### config.mk
export PLATFORM = sky130hd
export DESIGN_NAME = sdram_pwrup_seq
export DESIGN_NICKNAME = d
export VERILOG_FILES = /design/src/rtl/sdram_init_pkg.sv /design/src/rtl/sdram_init_timer.sv /design/src/rtl/sdram_init_fsm.sv /design/src/rtl/sdram_init_cmdout.sv /design/src/rtl/sdram_pwrup_seq.sv
export SDC_FILE = /design/constraint.sdc
export NUM_CORES = 1
export LEC_CHECK = 0
export BUFFER_PORTS_ARGS = -buffer_cell sky130_fd_sc_hd__buf_2
export CAP_MARGIN = 15
export CELL_PAD_IN_SITES_DETAIL_PLACEMENT = 1
export CELL_PAD_IN_SITES_GLOBAL_PLACEMENT = 2
export CORE_MARGIN = 2
export CORE_UTILIZATION = 35
export CTS_CLUSTER_SIZE = 8
export DETAILED_ROUTE_END_ITERATION = 10
export GPL_ROUTABILITY_DRIVEN = 0
export PLACE_DENSITY_LB_ADDON = 0.05
export SYNTH_ARGS = -nofsm -noshare
export SYNTH_HDL_FRONTEND = slang
export SYNTH_SLANG_ARGS = --single-unit
### constraint.sdc
create_clock -name clk -period 6.3 [get_ports clk]
set_input_delay 1.575 -clock clk [delete_from_list [all_inputs] [get_ports clk]]
set_output_delay 1.575 -clock clk [all_outputs]
set_load 0.05 [all_outputs]
### src/rtl/sdram_init_pkg.sv
package sdram_init_pkg;

    typedef enum logic [2:0] {
        PH_HOLD = 3'd0,
        PH_PRE  = 3'd1,
        PH_REF  = 3'd2,
        PH_MRS  = 3'd3,
        PH_DONE = 3'd4
    } phase_e;

    typedef struct packed {
        logic cs_n;
        logic ras_n;
        logic cas_n;
        logic we_n;
    } sd_cmd_t;

    localparam sd_cmd_t CMD_INHIBIT = '{cs_n: 1'b1, ras_n: 1'b1, cas_n: 1'b1, we_n: 1'b1};
    localparam sd_cmd_t CMD_NOP     = '{cs_n: 1'b0, ras_n: 1'b1, cas_n: 1'b1, we_n: 1'b1};
    localparam sd_cmd_t CMD_PRE     = '{cs_n: 1'b0, ras_n: 1'b0, cas_n: 1'b1, we_n: 1'b0};
    localparam sd_cmd_t CMD_REF     = '{cs_n: 1'b0, ras_n: 1'b0, cas_n: 1'b0, we_n: 1'b1};
    localparam sd_cmd_t CMD_MRS     = '{cs_n: 1'b0, ras_n: 1'b0, cas_n: 1'b0, we_n: 1'b0};

    // Command that opens a phase
    function automatic sd_cmd_t phase_cmd(input phase_e ph);
        sd_cmd_t c;
        case (ph)
            PH_PRE:  c = CMD_PRE;
            PH_REF:  c = CMD_REF;
            PH_MRS:  c = CMD_MRS;
            default: c = CMD_NOP;
        endcase
        return c;
    endfunction

    // Step ordering; mrs_first picks where the mode load goes
    function automatic phase_e phase_after(input phase_e ph, input logic more_refs,
                                           input logic mrs_first);
        phase_e n;
        case (ph)
            PH_HOLD: n = PH_PRE;
            PH_PRE:  n = mrs_first ? PH_MRS : PH_REF;
            PH_REF:  n = more_refs ? PH_REF : (mrs_first ? PH_DONE : PH_MRS);
            PH_MRS:  n = mrs_first ? PH_REF : PH_DONE;
            default: n = PH_DONE;
        endcase
        return n;
    endfunction

    function automatic int unsigned max_of4(input int unsigned a, input int unsigned b,
                                            input int unsigned c, input int unsigned d);
        int unsigned m;
        m = a;
        if (b > m) m = b;
        if (c > m) m = c;
        if (d > m) m = d;
        return m;
    endfunction

endpackage

### src/rtl/sdram_init_timer.sv
module sdram_init_timer #(
    parameter int unsigned CNT_W   = 16,
    parameter int unsigned RST_VAL = 0
) (
    input  logic             clk,
    input  logic             rst,
    input  logic             load,
    input  logic [CNT_W-1:0] load_val,
    output logic [CNT_W-1:0] cnt_q,
    output logic [CNT_W-1:0] cnt_d,
    output logic             expired
);

    always_comb begin
        if (load) begin
            cnt_d = load_val;
        end else if (cnt_q != '0) begin
            cnt_d = cnt_q - 1'b1;
        end else begin
            cnt_d = cnt_q;
        end
    end

    always_ff @(posedge clk) begin
        if (rst) begin
            cnt_q <= CNT_W'(RST_VAL);
        end else begin
            cnt_q <= cnt_d;
        end
    end

    assign expired = (cnt_q == '0);

endmodule

### src/rtl/sdram_init_fsm.sv
module sdram_init_fsm
    import sdram_init_pkg::*;
#(
    parameter int unsigned CNT_W     = 16,
    parameter int unsigned N_REFRESH = 2,
    parameter bit          MRS_FIRST = 1'b0,
    parameter int unsigned TRP_CYC   = 3,
    parameter int unsigned TRFC_CYC  = 7,
    parameter int unsigned TMRD_CYC  = 2
) (
    input  logic             clk,
    input  logic             rst,
    input  logic             expired,
    output phase_e           phase_q,
    output phase_e           phase_d,
    output logic             start,
    output logic [CNT_W-1:0] dur_m1
);

    localparam int unsigned RC_W = $clog2(N_REFRESH + 1);
    localparam logic [RC_W-1:0] REF_LAST = RC_W'(N_REFRESH);

    logic [RC_W-1:0] refs_q;
    logic [RC_W-1:0] refs_d;
    logic            more_refs;

    assign more_refs = (refs_q < REF_LAST);
    assign start     = expired && (phase_q != PH_DONE);
    assign phase_d   = start ? phase_after(phase_q, more_refs, MRS_FIRST) : phase_q;
    assign refs_d    = (start && phase_d == PH_REF) ? refs_q + 1'b1 : refs_q;

    always_comb begin
        case (phase_d)
            PH_PRE:  dur_m1 = CNT_W'(TRP_CYC - 1);
            PH_REF:  dur_m1 = CNT_W'(TRFC_CYC - 1);
            PH_MRS:  dur_m1 = CNT_W'(TMRD_CYC - 1);
            default: dur_m1 = '0;
        endcase
    end

    always_ff @(posedge clk) begin
        if (rst) begin
            phase_q <= PH_HOLD;
            refs_q  <= '0;
        end else begin
            phase_q <= phase_d;
            refs_q  <= refs_d;
        end
    end

    AST_PHASE_WAITS: assert property (@(posedge clk) disable iff (rst)
        (phase_q != PH_DONE && !expired) |=> (phase_q == $past(phase_q)))
        else $error("phase left before its wait ran out");

    AST_REF_LIMIT: assert property (@(posedge clk) disable iff (rst)
        (refs_q <= REF_LAST))
        else $error("more refreshes than configured");

    AST_MRS_ORDER: assert property (@(posedge clk) disable iff (rst)
        (start && phase_d == PH_MRS) |-> (refs_q == (MRS_FIRST ? '0 : REF_LAST)))
        else $error("mode load out of order");

endmodule

### src/rtl/sdram_init_cmdout.sv
module sdram_init_cmdout
    import sdram_init_pkg::*;
#(
    parameter int unsigned ADDR_W     = 12,
    parameter int unsigned BA_W       = 2,
    parameter int unsigned AP_BIT     = 10,
    parameter int unsigned CNT_W      = 16,
    parameter int unsigned CKE_THRESH = 0
) (
    input  logic              clk,
    input  logic              rst,
    input  phase_e            phase_d,
    input  logic              start,
    input  logic [CNT_W-1:0]  cnt_d,
    input  logic [ADDR_W-1:0] mode_word,
    output logic              cke,
    output sd_cmd_t           cmd,
    output logic [BA_W-1:0]   ba,
    output logic [ADDR_W-1:0] addr,
    output logic              done
);

    logic              cke_n;
    sd_cmd_t           cmd_n;
    logic [ADDR_W-1:0] addr_n;
    logic              done_n;

    always_comb begin
        cke_n  = (phase_d != PH_HOLD) || (cnt_d <= CNT_W'(CKE_THRESH));
        cmd_n  = cke_n ? CMD_NOP : CMD_INHIBIT;
        addr_n = '0;
        if (start) begin
            cmd_n = phase_cmd(phase_d);
            if (phase_d == PH_PRE) addr_n[AP_BIT] = 1'b1;
            if (phase_d == PH_MRS) addr_n = mode_word;
        end
        done_n = (phase_d == PH_DONE);
    end

    always_ff @(posedge clk) begin
        if (rst) begin
            cke  <= 1'b0;
            cmd  <= CMD_INHIBIT;
            addr <= '0;
            ba   <= '0;
            done <= 1'b0;
        end else begin
            cke  <= cke_n;
            cmd  <= cmd_n;
            addr <= addr_n;
            ba   <= '0;
            done <= done_n;
        end
    end

endmodule

### src/rtl/sdram_pwrup_seq.sv
module sdram_pwrup_seq
    import sdram_init_pkg::*;
#(
    parameter int unsigned ADDR_W       = 12,
    parameter int unsigned BA_W         = 2,
    parameter int unsigned AP_BIT       = 10,
    parameter int unsigned PWRUP_CYC    = 25000,
    parameter int unsigned CKE_RISE_CYC = 12500,
    parameter int unsigned TRP_CYC      = 5,
    parameter int unsigned TRFC_CYC     = 17,
    parameter int unsigned TMRD_CYC     = 2,
    parameter int unsigned N_REFRESH    = 2,
    parameter bit          MRS_FIRST    = 1'b0
) (
    input  logic              clk,
    input  logic              rst,
    input  logic [ADDR_W-1:0] mode_word,
    output logic              sd_cke,
    output logic              sd_cs_n,
    output logic              sd_ras_n,
    output logic              sd_cas_n,
    output logic              sd_we_n,
    output logic [BA_W-1:0]   sd_ba,
    output logic [ADDR_W-1:0] sd_addr,
    output logic              init_done
);

    localparam int unsigned MAX_DUR    = max_of4(PWRUP_CYC, TRP_CYC, TRFC_CYC, TMRD_CYC);
    localparam int unsigned CNT_W      = $clog2(MAX_DUR + 1);
    localparam int unsigned CKE_THRESH = PWRUP_CYC - 1 - CKE_RISE_CYC;

    if (CKE_RISE_CYC < 1 || CKE_RISE_CYC >= PWRUP_CYC) begin : g_bad_cke
        $error("CKE_RISE_CYC must lie inside the power-up window");
    end
    if (TRP_CYC < 2 || TRFC_CYC < 2 || TMRD_CYC < 2 || N_REFRESH < 1) begin : g_bad_wait
        $error("waits must be at least two cycles and N_REFRESH at least one");
    end
    if (AP_BIT >= ADDR_W) begin : g_bad_ap
        $error("AP_BIT outside the address bus");
    end

    phase_e           phase_q;
    phase_e           phase_d;
    logic             start;
    logic             expired;
    logic [CNT_W-1:0] dur_m1;
    logic [CNT_W-1:0] cnt_q;
    logic [CNT_W-1:0] cnt_d;
    sd_cmd_t          cmd;

    sdram_init_timer #(
        .CNT_W   (CNT_W),
        .RST_VAL (PWRUP_CYC - 1)
    ) u_timer (
        .clk      (clk),
        .rst      (rst),
        .load     (start),
        .load_val (dur_m1),
        .cnt_q    (cnt_q),
        .cnt_d    (cnt_d),
        .expired  (expired)
    );

    sdram_init_fsm #(
        .CNT_W     (CNT_W),
        .N_REFRESH (N_REFRESH),
        .MRS_FIRST (MRS_FIRST),
        .TRP_CYC   (TRP_CYC),
        .TRFC_CYC  (TRFC_CYC),
        .TMRD_CYC  (TMRD_CYC)
    ) u_fsm (
        .clk     (clk),
        .rst     (rst),
        .expired (expired),
        .phase_q (phase_q),
        .phase_d (phase_d),
        .start   (start),
        .dur_m1  (dur_m1)
    );

    sdram_init_cmdout #(
        .ADDR_W     (ADDR_W),
        .BA_W       (BA_W),
        .AP_BIT     (AP_BIT),
        .CNT_W      (CNT_W),
        .CKE_THRESH (CKE_THRESH)
    ) u_cmdout (
        .clk       (clk),
        .rst       (rst),
        .phase_d   (phase_d),
        .start     (start),
        .cnt_d     (cnt_d),
        .mode_word (mode_word),
        .cke       (sd_cke),
        .cmd       (cmd),
        .ba        (sd_ba),
        .addr      (sd_addr),
        .done      (init_done)
    );

    assign sd_cs_n  = cmd.cs_n;
    assign sd_ras_n = cmd.ras_n;
    assign sd_cas_n = cmd.cas_n;
    assign sd_we_n  = cmd.we_n;

    // Assertions on the pin-level behaviour
    logic [3:0] pins;
    logic       is_nop;
    logic       is_active;
    assign pins      = {sd_cs_n, sd_ras_n, sd_cas_n, sd_we_n};
    assign is_nop    = (pins == 4'b0111);
    assign is_active = !sd_cs_n && !is_nop;

    AST_CKE_LOW_INHIBITS: assert property (@(posedge clk) disable iff (rst)
        !sd_cke |-> sd_cs_n)
        else $error("command selected while CKE low");

    AST_CKE_STAYS_HIGH: assert property (@(posedge clk) disable iff (rst)
        sd_cke |=> sd_cke)
        else $error("CKE dropped without reset");

    AST_HOLD_NO_ACTIVE: assert property (@(posedge clk) disable iff (rst)
        (phase_q == PH_HOLD) |-> !is_active)
        else $error("command during power-up delay");

    AST_CMD_ONE_CYCLE: assert property (@(posedge clk) disable iff (rst)
        is_active |=> is_nop)
        else $error("command not followed by NOP");

    AST_PRE_ALL_BANKS: assert property (@(posedge clk) disable iff (rst)
        (pins == 4'b0010) |-> (sd_addr[AP_BIT] && sd_ba == '0))
        else $error("precharge without all-banks bit");

    AST_MRS_BANK_ZERO: assert property (@(posedge clk) disable iff (rst)
        (pins == 4'b0000) |-> (sd_ba == '0))
        else $error("mode load with nonzero bank");

    AST_DONE_STICKY: assert property (@(posedge clk) disable iff (rst)
        init_done |=> init_done)
        else $error("done dropped without reset");

    AST_DONE_QUIET: assert property (@(posedge clk) disable iff (rst)
        init_done |-> (is_nop && sd_cke))
        else $error("bus not idle after done");

    AST_RESET_RESTART: assert property (@(posedge clk)
        rst |=> (!sd_cke && sd_cs_n && !init_done))
        else $error("reset did not return idle outputs");

endmodule

* Yosys cells after proc, flatten, opt, wreduce, memory -nomap -nowiden
Index checks and enable logic that the tools add are counted.
Widths: inputs -> output; s select.
** Storage, ports and cells
- Register bits :: 38
- Bits of input ports :: 14
- Output and inout port bits :: 20
** Cells by class
- $add $sub $neg :: 2
- $lt $le $gt $ge :: 2
- Equal/unequal tests :: 7
- Multiplexer cells :: 11
- Bitwise logic cells :: 2
- Reductions and logical operators :: 9
** Operator list (count)
- $mux 15 :: 2
- $pmux 3 s3 :: 2
- $le 15x14->1 const B :: 1
- $logic_not 15->1 :: 1
- $pmux 5 s3 :: 1
- $reduce_bool 15->1 :: 1
- $sub 15x1->15 const B :: 1
- $mux 11 :: 1
- $eq 3x2->1 const B :: 3
- $mux 4 :: 2
- $eq 3x1->1 const B :: 2
- $eq 3x3->1 const B :: 1
- $logic_not 3->1 :: 1
- $mux 3 :: 1
- $ne 3x3->1 const B :: 1
- $reduce_bool 3->1 :: 1
- $reduce_or 3->1 :: 1
- $add 2x1->2 const B :: 1
- $logic_and 1x1->1 :: 2
- $lt 2x2->1 const B :: 1
- $mux 1 :: 2
- $not 1->1 :: 2
- $reduce_or 2->1 :: 1
- $logic_or 1x1->1 :: 1

* Longest topological paths before layout
- Depth after elaboration :: 11
- Mapped depth :: 10
- Depth with buffers taken out :: 9

* Cells and area by module
Synthesis repeated with hierarchy kept, for this count alone.
** Second synthesis, totals
- Cells, all modules :: 247
- Area, all modules :: 2122.0 sq um
** By module, submodules not included
- sdram_init_timer :: times used 1, cells an instance 137, area an instance 1096.1 sq um
- sdram_init_cmdout :: times used 1, cells an instance 55, area an instance 590.6 sq um
- sdram_init_fsm :: times used 1, cells an instance 55, area an instance 435.4 sq um

* Least setup slack after synthesis
No wires, ideal clock.
- Kind :: input port to flip-flop
- Start :: in rst
- End :: reg u_cmdout.addr[11]
- Arrival time :: 2.504 ns
- Path slack :: 3.737 ns
- Stages :: 5
- Path through :: buf_2 > nor3_2 > nor3b_1 > clkbuf_1 > and2_1
** Between the ends
- Longest elaborated chain between the ends :: 1
** RTL lines
- from (decl) :: RTL line sdram_pwrup_seq.sv:16 : input logic rst,
- $reduce_or 3->1 (no source line)
- to (signal assigned) :: RTL line sdram_init_cmdout.sv:50 : addr <= addr_n;
- to (decl) :: RTL line sdram_init_cmdout.sv:19 : output logic [ADDR_W-1:0] addr,
Every way passes these cells.
A chain may end at the register's enable or synchronous reset.

* Worst setup path in the final report
- Start :: reg u_timer.cnt_q[0]
- End :: reg u_cmdout.addr[1]
** Between the ends
- Longest elaborated chain between the ends :: 6
- Elaborated cells between the ends (all ways) :: 7
- Those cells by class :: eq/ne: 1; mux: 1; bitwise: 2; reduce/logical: 3
** RTL lines
- from (decl) :: RTL line sdram_init_timer.sv:9 : output logic [CNT_W-1:0] cnt_q,
- from (signal assigned) :: RTL line sdram_init_timer.sv:26 : cnt_q <= CNT_W'(RST_VAL);
- from (signal assigned) :: RTL line sdram_init_timer.sv:28 : cnt_q <= cnt_d;
- $logic_not 15->1 * :: RTL line sdram_init_timer.sv:32 : assign expired = (cnt_q == '0);
- $logic_and 1x1->1 * :: RTL line sdram_init_fsm.sv:28 : assign start = expired && (phase_q != PH_DONE);
- $mux 3 :: RTL line sdram_init_fsm.sv:29 : assign phase_d = start ? phase_after(phase_q, more_refs, MRS_FIRST) : phase_q;
- $eq 3x2->1 :: RTL line sdram_init_cmdout.sv:35 : if (phase_d == PH_MRS) addr_n = mode_word;
- $not 1->1 (no source line)
- $reduce_or 3->1 (no source line) *
Mark *: on every way between the ends. The rest lies on a longest branch, timed or not.

==> run_results.csv <==
group,metric,value,unit
run_status,status,"finished clean",
power_and_ir_drop,p_seq_share,58.7,%
logic_synthesis,synth_compound_area_share,17.0,%
route,drt-pass1-iter-count,3,
logic_synthesis,yosys.area.top_type,"dfxtp_1",
logic_synthesis,syn_inst,200,
logic_synthesis,synth_mux_area_share,1.13,%
timing,finalHoldViolCount,0,
clock_tree,post_cts_resize_count,0,
power_and_ir_drop,power_switching,0.0000945,W
floorplanning,rows,25,
logic_synthesis,ys_ff_latch,38,
logic_synthesis,synthAdderAreaFrac,0.708,%
worst_setup_path,startpoint_type,"register",
timing,finalCritPeriodShare,46.5,%
worst_setup_path,cp_max_fo,11,
clock_tree,cts_inserted_buffers,5,
power_and_ir_drop,vdd_drop_max,0.000136,V
run,maxCapViolCount,0,
logic_synthesis,synth_top_family_by_area,"simple AND/OR/NAND/NOR gates",
logic_synthesis,synthTopCellsByCount,"dfxtp_1 (38), nor2_1 (19), nand2_1 (16)",
logic_synthesis,yosysMostFrequentCell,"dfxtp_1",
cells_and_area,final_area,2020,µm²
logic_synthesis,synth-seq-area-share,43.1,%
logic_synthesis,yosys_warnings,0,
clock_tree,clkSinkCount,38,
power_and_ir_drop,p_sw_share,22.7,%
cells_and_area,nNetsFinal,242,
placed_design,io_buffers,31,
timing,rsz0062_at_grt,"no",
timing,tns,0,ns
timing,finalClockSkew,0.00737,ns
logic_synthesis,ys_async_sr_fraction,0,%
floorplanning,core_area,4790,µm²
clock_tree,cts_tree,"done",
clock_tree,clockBufferDepth,2,
floorplanning,start_util,36.9,%
placed_design,dp_hpwl,3220,µm
worst_setup_path,crit_path_end_kind,"register",
clock_tree,cts_root_buffer,"clkbuf_8",
route,viasPerCell,5.16,
logic_synthesis,synth_cell_type_count,54,
route,routed_wl,4260,µm
cells_and_area,n_fill_cell,579,
worst_setup_path,worstPathRequired,6.53,ns
route,route.detailed.drc,0,
clock_tree,clk_latency,0.29,ns
power_and_ir_drop,p_int,0.000322,W
route,avgRoutedWirePerCell,14.5,µm
power_and_ir_drop,clkPwrFrac,37.2,%
clock_tree,cts_setup_buffers,0,
logic_synthesis,synthSimpleGateAreaFrac,30.0,%
min_path,min_path_type,"register to register",
placed_design,place_area,1950,µm²
timing,post-route-min-period,2.93,ns
timing,max_slew_margin,46.3,%
global_routing,grt_start_max_net_pins,19,
clock_tree,htree_num_levels,2,
worst_setup_path,cp_data_arrival_time,3.16,ns
floorplanning,ios,34,
route,ant_nets,0,
timing,fmaxAchievable,341,MHz
logic_synthesis,ys.flop_type,"dfxtp_1",
floorplanning,die-height,75.0,µm
logic_synthesis,synth_area,1770,µm²
route,drtIter0Drc,65,
power_and_ir_drop,leakage,0.768,nW
cells_and_area,drive_gt1_share,23.3,%
global_routing,grt_pass1_vias,1577,
cells_and_area,seqCellArea,761,µm²
floorplanning,floorplan.die_area,5630,µm²
worst_setup_path,crit_type,"register to register",
route,vias,1516,
logic_synthesis,synth_area_leaders,"dfxtp_1 (43%), and2_1 (4.2%), nor2_1 (4.0%), nand2_1 (3.4%), a21oi_1 (3.1%)",
timing,tightest_slew,0.804,ns
global_routing,grtUsageTotal,17.4,%
logic_synthesis,synth_edf_count,0,
global_routing,antenna_found_initial,0,
floorplanning,die_w,75.0,µm
power_and_ir_drop,powerDensity,206,nW/µm²
timing,setup_violations,0,
power_and_ir_drop,pwr-share-comb,4.1,%
clock_tree,cts_hold_buffers,0,
cells_and_area,multi_input_area,923,µm²
cells_and_area,syn2layout_area_growth,14.6,%
timing,slew_viol_final,0,
logic_synthesis,synth_xor_area_share,2.97,%
logic_synthesis,avgSynthCellArea,8.83,µm²
global_routing,grt-ovfl-total,0,
logic_synthesis,yosys.area.top_type_share,43.1,%
clock_tree,cts.clk_slew.worst_paths,0.07,ns
cells_and_area,antenna_cells,0,
global_routing,grt_pass1_wl,7400,µm
[final cells by class]
cell class                      count  share of cell area, %
Clock buffer                        5                   3.40
Clock inverter                      2                  0.494
Inverter                            6                   1.11
Multi-Input combinational cell    145                   45.6
Sequential cell                    38                   37.6
Tap cell                           67                   4.14
Timing Repair Buffer               31                   7.66
[final timing paths]
check,start,end,slack (ns),cells after the start
worst max-delay path,u_timer.cnt_q[0],u_cmdout.addr[1],3.37,8
worst min register to register,u_fsm.refs_q[0],u_fsm.refs_q[0],0.54,2
worst min-delay path,u_fsm.refs_q[0],u_fsm.refs_q[0],0.54,2
worst max register to register,u_timer.cnt_q[0],u_cmdout.addr[1],3.37,8
[per-layer routing]
layer  GRT usage (%)  vias to the layer above  part of all wire (%)
met5               0                        -                     0
met4            6.55                        0                   1.7
met3            4.28                        7                   3.9
met2            27.6                       29                    47
met1            22.8                      719                    48
li1                -                      761                     -
[per-stage QoR]
step,total power [W],hold slack [ns],std cells,setup slack (ns),utilization [%]
5_1_grt,0.000436,0.608,294,3.04,42.3
3_5_place_dp,0.000267,0.532,287,3.16,40.7
6_report,0.000417,0.536,294,3.37,42.3
2_1_floorplan,0.000263,0.484,201,3.74,-
3_3_place_gp,0.000266,0.504,287,3.28,40.7
4_1_cts,0.000424,0.549,294,3.32,42.3
[flip-flops by register name (all words and copies together) (netlist names)]
name / count
u_fsm.refs_q: 2
u_cmdout.done: 1
u_timer.cnt_q: 15
u_cmdout.addr: 12
u_cmdout.cke: 1
u_cmdout.cmd: 4
u_fsm.phase_q: 3
[layout by cell type (no fill, tap or decap), drive strengths merged, types with 2 or more instances in the layout]
cell type | synthesis | final
a211oi | 4 | 4
a21o | 2 | 2
a21oi | 11 | 11
a22oi | 2 | 2
a31oi | 2 | 2
and2 | 12 | 12
and3 | 2 | 2
buf | 6 | 31
clkbuf | 6 | 5
clkinv | 0 | 2
conb | 1 | 2
dfxtp | 38 | 38
inv | 6 | 6
mux2i | 2 | 2
nand2 | 18 | 18
nand2b | 2 | 2
nand3 | 6 | 6
nand3b | 2 | 2
nor2 | 20 | 20
nor3 | 7 | 7
nor3b | 2 | 2
nor4 | 4 | 4
nor4b | 2 | 2
o211ai | 3 | 3
o21ai | 8 | 8
o31a | 3 | 3
o31ai | 3 | 3
or3 | 5 | 5
or3b | 2 | 2
or4 | 2 | 2
xnor2 | 4 | 4
xor2 | 2 | 2
[power groups by stage]
stage	clock [W]	combinational [W]	sequential [W]
3_5_place_dp	0	0.0000171	0.000250
5_1_grt	0.000172	0.0000188	0.000245
2_1_floorplan	0	0.0000136	0.000249
6_report	0.000155	0.0000169	0.000245
4_1_cts	0.000162	0.0000172	0.000245
3_3_place_gp	0	0.0000162	0.000250
[worst max-delay path: stages (launching register included)]
cell and delay [ns]:
dfxtp_1 0.36, inv_1 0.14, ha_1 0.23, or3b_1 0.48
nor2_2 0.29, nand2_2 0.21, nor3_2 0.24, nor3b_1 0.70
and2_1 0.22
[cells by family after synthesis]
| logic type | Yosys count |
|---|---|
| muxes | 2 |
| xor gates and xnor gates | 6 |
| other | 1 |
| adders and majority gates | 1 |
| AOI/OAI and AO/OA | 45 |
| buffers and inverters | 18 |
| and+or+nand+nor | 89 |
| DFF | 38 |
Note: power is estimated with default switching activity, not from simulation.
